`config.mk`:
```
export PLATFORM = sky130hd
export DESIGN_NAME = dma_strobe_timer
export DESIGN_NICKNAME = d
export VERILOG_FILES = /design/src/rtl/dst_pkg.sv /design/src/rtl/dst_cfg_reg.sv /design/src/rtl/dst_rate_gen.sv /design/src/rtl/dst_seq.sv /design/src/rtl/dma_strobe_timer.sv
export SDC_FILE = /design/constraint.sdc
export NUM_CORES = 1
export LEC_CHECK = 0
export ABC_AREA = 1
export BUFFER_PORTS_ARGS = -buffer_cell sky130_fd_sc_hd__buf_4
export CAP_MARGIN = 20
export CELL_PAD_IN_SITES_DETAIL_PLACEMENT = 1
export CELL_PAD_IN_SITES_GLOBAL_PLACEMENT = 2
export CORE_ASPECT_RATIO = 1.25
export CORE_UTILIZATION = 30
export CTS_CLUSTER_SIZE = 14
export DETAILED_ROUTE_END_ITERATION = 12
export GPL_TIMING_DRIVEN = 0
export PLACE_DENSITY = 0.79
export REMOVE_ABC_BUFFERS = 1
export SETUP_SLACK_MARGIN = 0.4
export SLEW_MARGIN = 15
export SYNTH_ARGS = -nofsm -noshare
export SYNTH_HDL_FRONTEND = slang
export SYNTH_SLANG_ARGS = --single-unit
export TNS_END_PERCENT = 10
```
`constraint.sdc`:
```
create_clock -name clk -period 1.8 [get_ports clk]
set_input_delay 0.09 -clock clk [delete_from_list [all_inputs] [get_ports clk]]
set_output_delay 0.09 -clock clk [all_outputs]
set_load 0.005 [all_outputs]
```
`src/rtl/dst_pkg.sv`:
```
package dst_pkg;

    localparam int CFG_W      = 8;
    localparam int WS_W       = 2;
    localparam int BASE_TICKS = 2;
    localparam int MAX_TICKS  = BASE_TICKS + (1 << WS_W);
    localparam int CNT_W      = $clog2(MAX_TICKS + 1);

    typedef enum logic [2:0] {
        ST_IDLE,
        ST_ARMED,
        ST_LEAD,
        ST_CMD,
        ST_DONE
    } seq_state_t;

    typedef struct packed {
        logic [WS_W-1:0] ws_wide;
        logic [WS_W-1:0] ws_narrow;
        logic            mem_same;
        logic            full_rate;
    } timing_cfg_t;

    function automatic logic [CNT_W-1:0] ticks_minus_one(input logic [WS_W-1:0] field);
        return CNT_W'(field) + CNT_W'(BASE_TICKS);
    endfunction

endpackage

```
`src/rtl/dst_cfg_reg.sv`:
```
module dst_cfg_reg
    import dst_pkg::*;
(
    input  logic             clk,
    input  logic             rst_n,
    input  logic             wr_en,
    input  logic [CFG_W-1:0] wr_data,
    output logic [CFG_W-1:0] rd_data,
    output timing_cfg_t      fields
);

    logic [CFG_W-1:0] reg_q;

    always_ff @(posedge clk) begin
        if (!rst_n) begin
            reg_q <= '0;
        end else if (wr_en) begin
            reg_q <= wr_data;
        end
    end

    assign rd_data          = reg_q;
    assign fields.ws_wide   = reg_q[5:4];
    assign fields.ws_narrow = reg_q[3:2];
    assign fields.mem_same  = reg_q[1];
    assign fields.full_rate = reg_q[0];

endmodule

```
`src/rtl/dst_rate_gen.sv`:
```
module dst_rate_gen #(
    parameter int SYNC_STAGES = 2
) (
    input  logic clk,
    input  logic rst_n,
    input  logic sel_full,
    output logic tick
);

    logic [SYNC_STAGES-1:0] sync_q;
    logic                   phase_q;
    logic                   rate_q;

    generate
        if (SYNC_STAGES == 1) begin : g_one
            always_ff @(posedge clk) begin
                if (!rst_n) sync_q <= '0;
                else        sync_q <= sel_full;
            end
        end else begin : g_chain
            always_ff @(posedge clk) begin
                if (!rst_n) sync_q <= '0;
                else        sync_q <= {sync_q[SYNC_STAGES-2:0], sel_full};
            end
        end
    endgenerate

    always_ff @(posedge clk) begin
        if (!rst_n) begin
            phase_q <= 1'b0;
            rate_q  <= 1'b0;
        end else begin
            phase_q <= ~phase_q;
            if (phase_q) begin
                rate_q <= sync_q[SYNC_STAGES-1];
            end
        end
    end

    assign tick = rate_q | phase_q;

endmodule

```
`src/rtl/dst_seq.sv`:
```
module dst_seq
    import dst_pkg::*;
(
    input  logic        clk,
    input  logic        rst_n,
    input  logic        tick,
    input  logic        start,
    input  logic        wide,
    input  timing_cfg_t cfg,
    output logic        ior_n,
    output logic        memr_n,
    output logic        busy,
    output logic        done
);

    seq_state_t       state_q, state_d;
    logic [CNT_W-1:0] cnt_q, cnt_d;
    logic [CNT_W-1:0] len_q, len_d;
    logic             same_q, same_d;

    always_comb begin
        state_d = state_q;
        cnt_d   = cnt_q;
        len_d   = len_q;
        same_d  = same_q;
        unique case (state_q)
            ST_IDLE: begin
                if (start) begin
                    len_d   = ticks_minus_one(wide ? cfg.ws_wide : cfg.ws_narrow);
                    same_d  = cfg.mem_same;
                    state_d = ST_ARMED;
                end
            end
            ST_ARMED: begin
                if (tick) begin
                    cnt_d   = len_q;
                    state_d = same_q ? ST_CMD : ST_LEAD;
                end
            end
            ST_LEAD: begin
                if (tick) begin
                    cnt_d   = cnt_q - 1'b1;
                    state_d = ST_CMD;
                end
            end
            ST_CMD: begin
                if (tick) begin
                    if (cnt_q == '0) begin
                        state_d = ST_DONE;
                    end else begin
                        cnt_d = cnt_q - 1'b1;
                    end
                end
            end
            ST_DONE: begin
                state_d = ST_IDLE;
            end
            default: state_d = ST_IDLE;
        endcase
    end

    always_ff @(posedge clk) begin
        if (!rst_n) begin
            state_q <= ST_IDLE;
            cnt_q   <= '0;
            len_q   <= '0;
            same_q  <= 1'b0;
        end else begin
            state_q <= state_d;
            cnt_q   <= cnt_d;
            len_q   <= len_d;
            same_q  <= same_d;
        end
    end

    always_comb begin
        ior_n  = 1'b1;
        memr_n = 1'b1;
        done   = 1'b0;
        busy   = 1'b1;
        unique case (state_q)
            ST_IDLE:  busy = 1'b0;
            ST_ARMED: ;
            ST_LEAD:  ior_n = 1'b0;
            ST_CMD: begin
                ior_n  = 1'b0;
                memr_n = 1'b0;
            end
            ST_DONE:  done = 1'b1;
            default:  busy = 1'b0;
        endcase
    end

endmodule

```
`src/rtl/dma_strobe_timer.sv`:
```
module dma_strobe_timer
    import dst_pkg::*;
#(
    parameter int SYNC_STAGES = 2
) (
    input  logic             clk,
    input  logic             rst_n,
    input  logic             cfg_wr,
    input  logic [CFG_W-1:0] cfg_wdata,
    output logic [CFG_W-1:0] cfg_rdata,
    input  logic             xfer_start,
    input  logic             xfer_wide,
    output logic             dclk_en,
    output logic             ior_n,
    output logic             memr_n,
    output logic             xfer_busy,
    output logic             xfer_done
);

    timing_cfg_t cfg_fields;

    dst_cfg_reg u_cfg (
        .clk     (clk),
        .rst_n   (rst_n),
        .wr_en   (cfg_wr),
        .wr_data (cfg_wdata),
        .rd_data (cfg_rdata),
        .fields  (cfg_fields)
    );

    dst_rate_gen #(.SYNC_STAGES(SYNC_STAGES)) u_rate (
        .clk      (clk),
        .rst_n    (rst_n),
        .sel_full (cfg_fields.full_rate),
        .tick     (dclk_en)
    );

    dst_seq u_seq (
        .clk    (clk),
        .rst_n  (rst_n),
        .tick   (dclk_en),
        .start  (xfer_start),
        .wide   (xfer_wide),
        .cfg    (cfg_fields),
        .ior_n  (ior_n),
        .memr_n (memr_n),
        .busy   (xfer_busy),
        .done   (xfer_done)
    );

endmodule

```
Yosys cells after proc, flatten, opt, wreduce, memory -nomap -nowiden
Index checks and enable logic that the tools add are counted.
{"block": "classes", "reduce_logical": 8, "n_mux": 17, "n_eq_ne": 10, "n_addsub": 2, "bitwise_logic": 2}
{"op": "2-to-1 mux 3 bit", "count": 9}
{"op": "one-hot mux 3 bit (4 select lines)", "count": 1}
{"op": "inequality test 2 bit (second input constant)", "count": 5}
{"op": "AND reduction 5 bit", "count": 2}
{"op": "one-hot mux 3 bit (3 select lines)", "count": 1}
{"op": "== test 3 x 2 -> 1 bit (second input constant)", "count": 2}
{"op": "logical NOT 3 bit", "count": 2}
{"op": "2-to-1 mux 1 bit", "count": 5}
{"op": "OR reduction 4 bit", "count": 1}
{"op": "adder 2 x 2 -> 3 bit (second input constant)", "count": 1}
{"op": "== test 3 x 1 -> 1 bit (second input constant)", "count": 1}
{"op": "== test 3 bit (second input constant)", "count": 1}
{"op": "nonzero test 3 bit", "count": 1}
{"op": "subtractor 3 x 1 -> 3 bit (second input constant)", "count": 1}
{"op": "2-to-1 mux 2 bit", "count": 1}
{"op": "inequality test 2 x 1 -> 1 bit (second input constant)", "count": 1}
{"op": "AND reduction 2 bit", "count": 1}
{"op": "OR reduction 2 bit", "count": 1}
{"op": "inverter 1 bit", "count": 1}
{"op": "OR 1 bit", "count": 1}
{"block": "totals", "reg_bits": 22, "inputBits": 13, "output_inout_bits": 13, "wordCells": 47}

Longest topological paths before layout
{"block": "depth", "depth_word": 4, "mapped_depth": 9, "mapped_depth_nobuf": 9}

Modules after synthesis
A second synthesis with hierarchy kept.
{"block": "unflattened", "hier_cells": 162, "hier_area_um2": 1127.3}
{"mod": "dst_seq", "cells_each": 90, "area_each_um2": 596.8, "n_inst": 1, "seq_area_each_um2": 200.2}
{"mod": "dst_cfg_reg", "cells_each": 57, "area_each_um2": 401.6, "n_inst": 1, "seq_area_each_um2": 160.2}
{"mod": "dst_rate_gen", "cells_each": 15, "area_each_um2": 128.9, "n_inst": 1, "seq_area_each_um2": 80.1}

Least setup slack after synthesis
Ideal clock, no wire load.
{"block": "synth_timing", "path_type": "register to register", "from": "register u_seq.cnt_q[0]", "to": "register u_seq.cnt_q[2]", "t_arrival_ps": 1034, "path_stages_with_launch": 8, "t_required_ps": 1687, "path_buffers": 0, "setup_time_ps": 113, "synth_period_minus_slack_ps": 1147, "slack_ps": 653, "path_cell_list": "dfxtp_1 inv_1 ha_1 or2_2 nand3_1 nand2_1 nor2_1 nor2_1"}
{"block": "synth_between", "elab_chain_len": 4, "word_cells_on_any_way": 8, "cone_classes": "1 x add/sub; 1 x eq/ne; 4 x mux; 2 x reduce/logical"}
{"item": "from (decl)", "line_no": "dst_seq.sv:17", "text": "logic [CNT_W-1:0] cnt_q, cnt_d;"}
{"item": "from (signal assigned)", "line_no": "dst_seq.sv:70", "text": "cnt_q <= cnt_d;"}
{"item": "subtractor 3 x 1 -> 3 bit", "line_no": "dst_seq.sv:42, dst_seq.sv:51"}
{"item": "2-to-1 mux 3 bit", "line_no": "dst_seq.sv:48", "text": "if (cnt_q == '0) begin"}
{"item": "2-to-1 mux 3 bit", "line_no": "dst_seq.sv:47", "text": "if (tick) begin"}
{"item": "one-hot mux 3 bit (3 select lines)", "line_no": "dst_seq.sv:26", "text": "unique case (state_q)"}
Parallel ways exist; a longest one is shown, timed or not. The select of a mux whose other input is x is not followed.
A chain may end at the register's enable or synchronous reset.

Worst setup path in the final report
{"block": "layout_timing", "from": "register u_seq.state_q[2]", "to": "output xfer_busy"}
{"block": "layout_between", "elab_chain_len": 3, "word_cells_on_any_way": 6, "cone_classes": "4 x eq/ne; 1 x mux; 1 x reduce/logical"}
{"item": "from (decl)", "line_no": "dst_seq.sv:16", "text": "seq_state_t state_q, state_d;"}
{"item": "from (signal assigned)", "line_no": "dst_seq.sv:69", "text": "state_q <= state_d;"}
{"item": "== test 3 x 1 -> 1 bit, or another cell as far along", "line_no": "dst_seq.sv:81", "text": "unique case (state_q)"}
{"item": "OR reduction 4 bit (no source line) (*)"}
{"item": "2-to-1 mux 1 bit (*)", "line_no": "dst_seq.sv:81"}
{"item": "to (decl)", "line_no": "dma_strobe_timer.sv:16", "text": "output logic xfer_busy,"}
Mark *: on every way between the ends. The rest lies on a longest branch, timed or not.

==> flow_summary.ini <==
[run_status]
outcome = finished, final reports clean

[layout]
fin_util_pct = 40.4
syn_to_final_growth_pct = 28.6
drive_gt1_share_pct = 27.6
antenna_cells = 0
nNetsFinal = 180
fin_cells = 200

[timing]
period_share_pct = 72.9
relSlewSlack_pct = 79.5
hold_violations = 0
max_freq_mhz = 762
skew_ns = 0.00134
period_needed_ns = 1.31
report.final.slew_viol_count = 0
tns_ns = 0
final-setup-viol-count = 0
final.setup.worst_slack_ns = 0.487
rsz0062_at_grt = no
tightest_slew_ns = 0.306

[synthesis]
synth_area_um2 = 1010
synthArstFlopShare_pct = 0
yosysMostFrequentCell = nor2_1
synth_top_area_share_pct = 43.5
synthCells = 136
synth_edf_count = 0
ys_ff_latch = 22
yosys_most_used_dff = dfxtp_1
synth_area_leaders = dfxtp_1 (44%), nor2_1 (10%), nand2_1 (9.6%)
yosysSeqAreaShare_pct = 43.5
synth.largest_area_cell = dfxtp_1
yosys-top-cells-count = nor2_1 (27), nand2_1 (26), dfxtp_1 (22)
netlist-cell-type-count = 23
avgSynthCellArea_um2 = 7.44
ys_warn_count = 0

[routing]
firstDrtPassIters = 2
via_count = 949
drcViolationCount = 0
routedWlPerCell_um = 11.1
drtIter0Drc = 7
post_drt_via_cell_ratio = 4.75
drtAntennaViolNets = 0
wl_um = 2220

[die]
dieArea_um2 = 3610
fp.dieW_um = 54.0
core_area_um2 = 3220
ios = 26
die_h_um = 66.9
start_util_pct = 31.4
num_rows = 23

[pwr]
total_power_w = 0.00174
p_per_area_nw_per_um2 = 1340
p_comb_share_pct = 45.0
seq_power_share_pct = 37.8
switching_power_w = 0.000670
p_leak_nw = 0.633
switching_share_pct = 38.5
p_int_w = 0.00107
ir_drop_mv = 0.511
clock_power_share_pct = 17.2

[worst_setup_path]
cp-end-kind = output port
cp.required_ns = 1.71
crit_family = buffers and inverters
crit_type = reg -> out
cp_max_fo = 7
cp.arrival_ns = 1.22
critical_path.cell_chain = bufinv_8 -> nand3_2 -> nand2_4 -> inv_2 -> nand3b_1 -> buf_4
critPathMaxStageDelay_ns = 0.34
setup.worst_path.start_class = flip-flop
slowest_stage = dfxtp_2
cp_num_buf_inv = 3

[placed_design]
gp_congestion = 0.741
preCtsSetupSlack_ns = 0.561
place_inst = 196
port_buffers = 25
place.detailed.hpwl_um = 1820

[cts]
tritoncts = yes
clkSinkCount = 22
cts_root_buffer = clkbuf_8
cts_buffers = 3
h-tree-depth = 1
insertion_delay_ns = 0.26
path_clk_slew_ns = 0.08
cts_buffer_depth = 2

[grt]
grt_util_met2_pct = 27.5
met1_usage_pct = 17.5
grt.total_usage_pct = 15.4
grt_start_max_net_pins = 19
met3_usage_pct = 2.05
grt_pass1_vias = 981
antenna_found_initial = 0
busiest_layer = met2
grt_remaining_overflow = 0
grt_pass1_wl_um = 4080

[run]
maxCapViolations = 0

[hold_path]
hp-class = in -> reg
-- cells in the final DEF (no fill, tap or decap), drive strengths merged, types with 2 or more instances in the layout --
cell	n
o21ai	14
nand3b	2
nand2	28
buf	26
a21oi	6
nor2	28
inv	18
clkbuf	3
nand3	8
dfxtp	22
ha	2
-- power groups by stage --
stage | sequential (W) | clock, W | combinational (W)
finish | 0.000658 | 0.000300 | 0.000784
global route | 0.000670 | 0.000334 | 0.000913
CTS | 0.000646 | 0.000313 | 0.000764
detailed placement | 0.000653 | 0 | 0.000752
global placement | 0.000650 | 0 | 0.000732
floorplan | 0.000639 | 0 | 0.000532
-- final cells by class --
class / instances / area (um^2)
clock buffer: 3 / 41.3
fill: 420 / 1920
inverter: 19 / 85.1
multi-input combinational: 93 / 489
sequential: 22 / 444
tap: 37 / 46.3
timing repair buffer: 26 / 195
-- worst paths after layout --
check             slack (ns)                           from                       endpoint  cells after the start
setup / recovery        0.49  u_seq.state_q[2]$_SDFFE_PN0P_                      xfer_busy                      6
hold reg to reg         0.42    u_rate.sync_q[0]$_SDFF_PN0_    u_rate.sync_q[1]$_SDFF_PN0_                      2
setup reg to reg        0.58    u_seq.cnt_q[0]$_SDFFE_PN0P_  u_seq.state_q[1]$_SDFFE_PN0P_                      7
hold / removal          0.05                   cfg_wdata[7]  u_cfg.rd_data[7]$_SDFFE_PN0P_                      3
-- tightest hold or removal path, delay by kind of cell --
family,cells,cell delay (ns)
buffers and inverters,1,0.08
and+or+nand+nor,2,0.11
-- layer usage --
layer	routed length [um]	share of wire, %
met1	935	42
met2	1160	52
met3	101	4.5
met5	0	0
met4	27	1.2
-- per-stage QoR --
step	cell area [um^2]	hold slack, ns
finish	1300	0.0522
CTS	1280	0.0479
floorplan	997	0.183
global route	1300	0.0571
global placement	1230	0.313
detailed placement	1230	0.321
-- flip-flops by register name (all words and copies together), names as in the netlist --
| name | flops |
|---|---|
| u_rate.phase_q | 1 |
| u_seq.cnt_q | 3 |
| u_rate.sync_q | 2 |
| u_seq.state_q | 3 |
| u_seq.same_q | 1 |
| u_cfg.rd_data | 8 |
| u_seq.len_q | 3 |
| u_rate.rate_q | 1 |
-- cell families after synthesis --
kind of cell / count (synthesis) / share of synthesized area, %
simple gates: 69 / 32.4
buf+inv: 21 / 9.89
compound gates: 22 / 11.7
flops: 22 / 43.5
fa+ha+maj: 2 / 2.47
-- what timing repair did --
item | in CTS | in global routing
hold buffers | 0 | 0
pin swaps | 0 | 1
setup endpoints to repair | 1 | 1
setup buffers | 0 | 1
resized for setup | 3 | 3
Note: power is estimated with default switching activity, not from simulation.
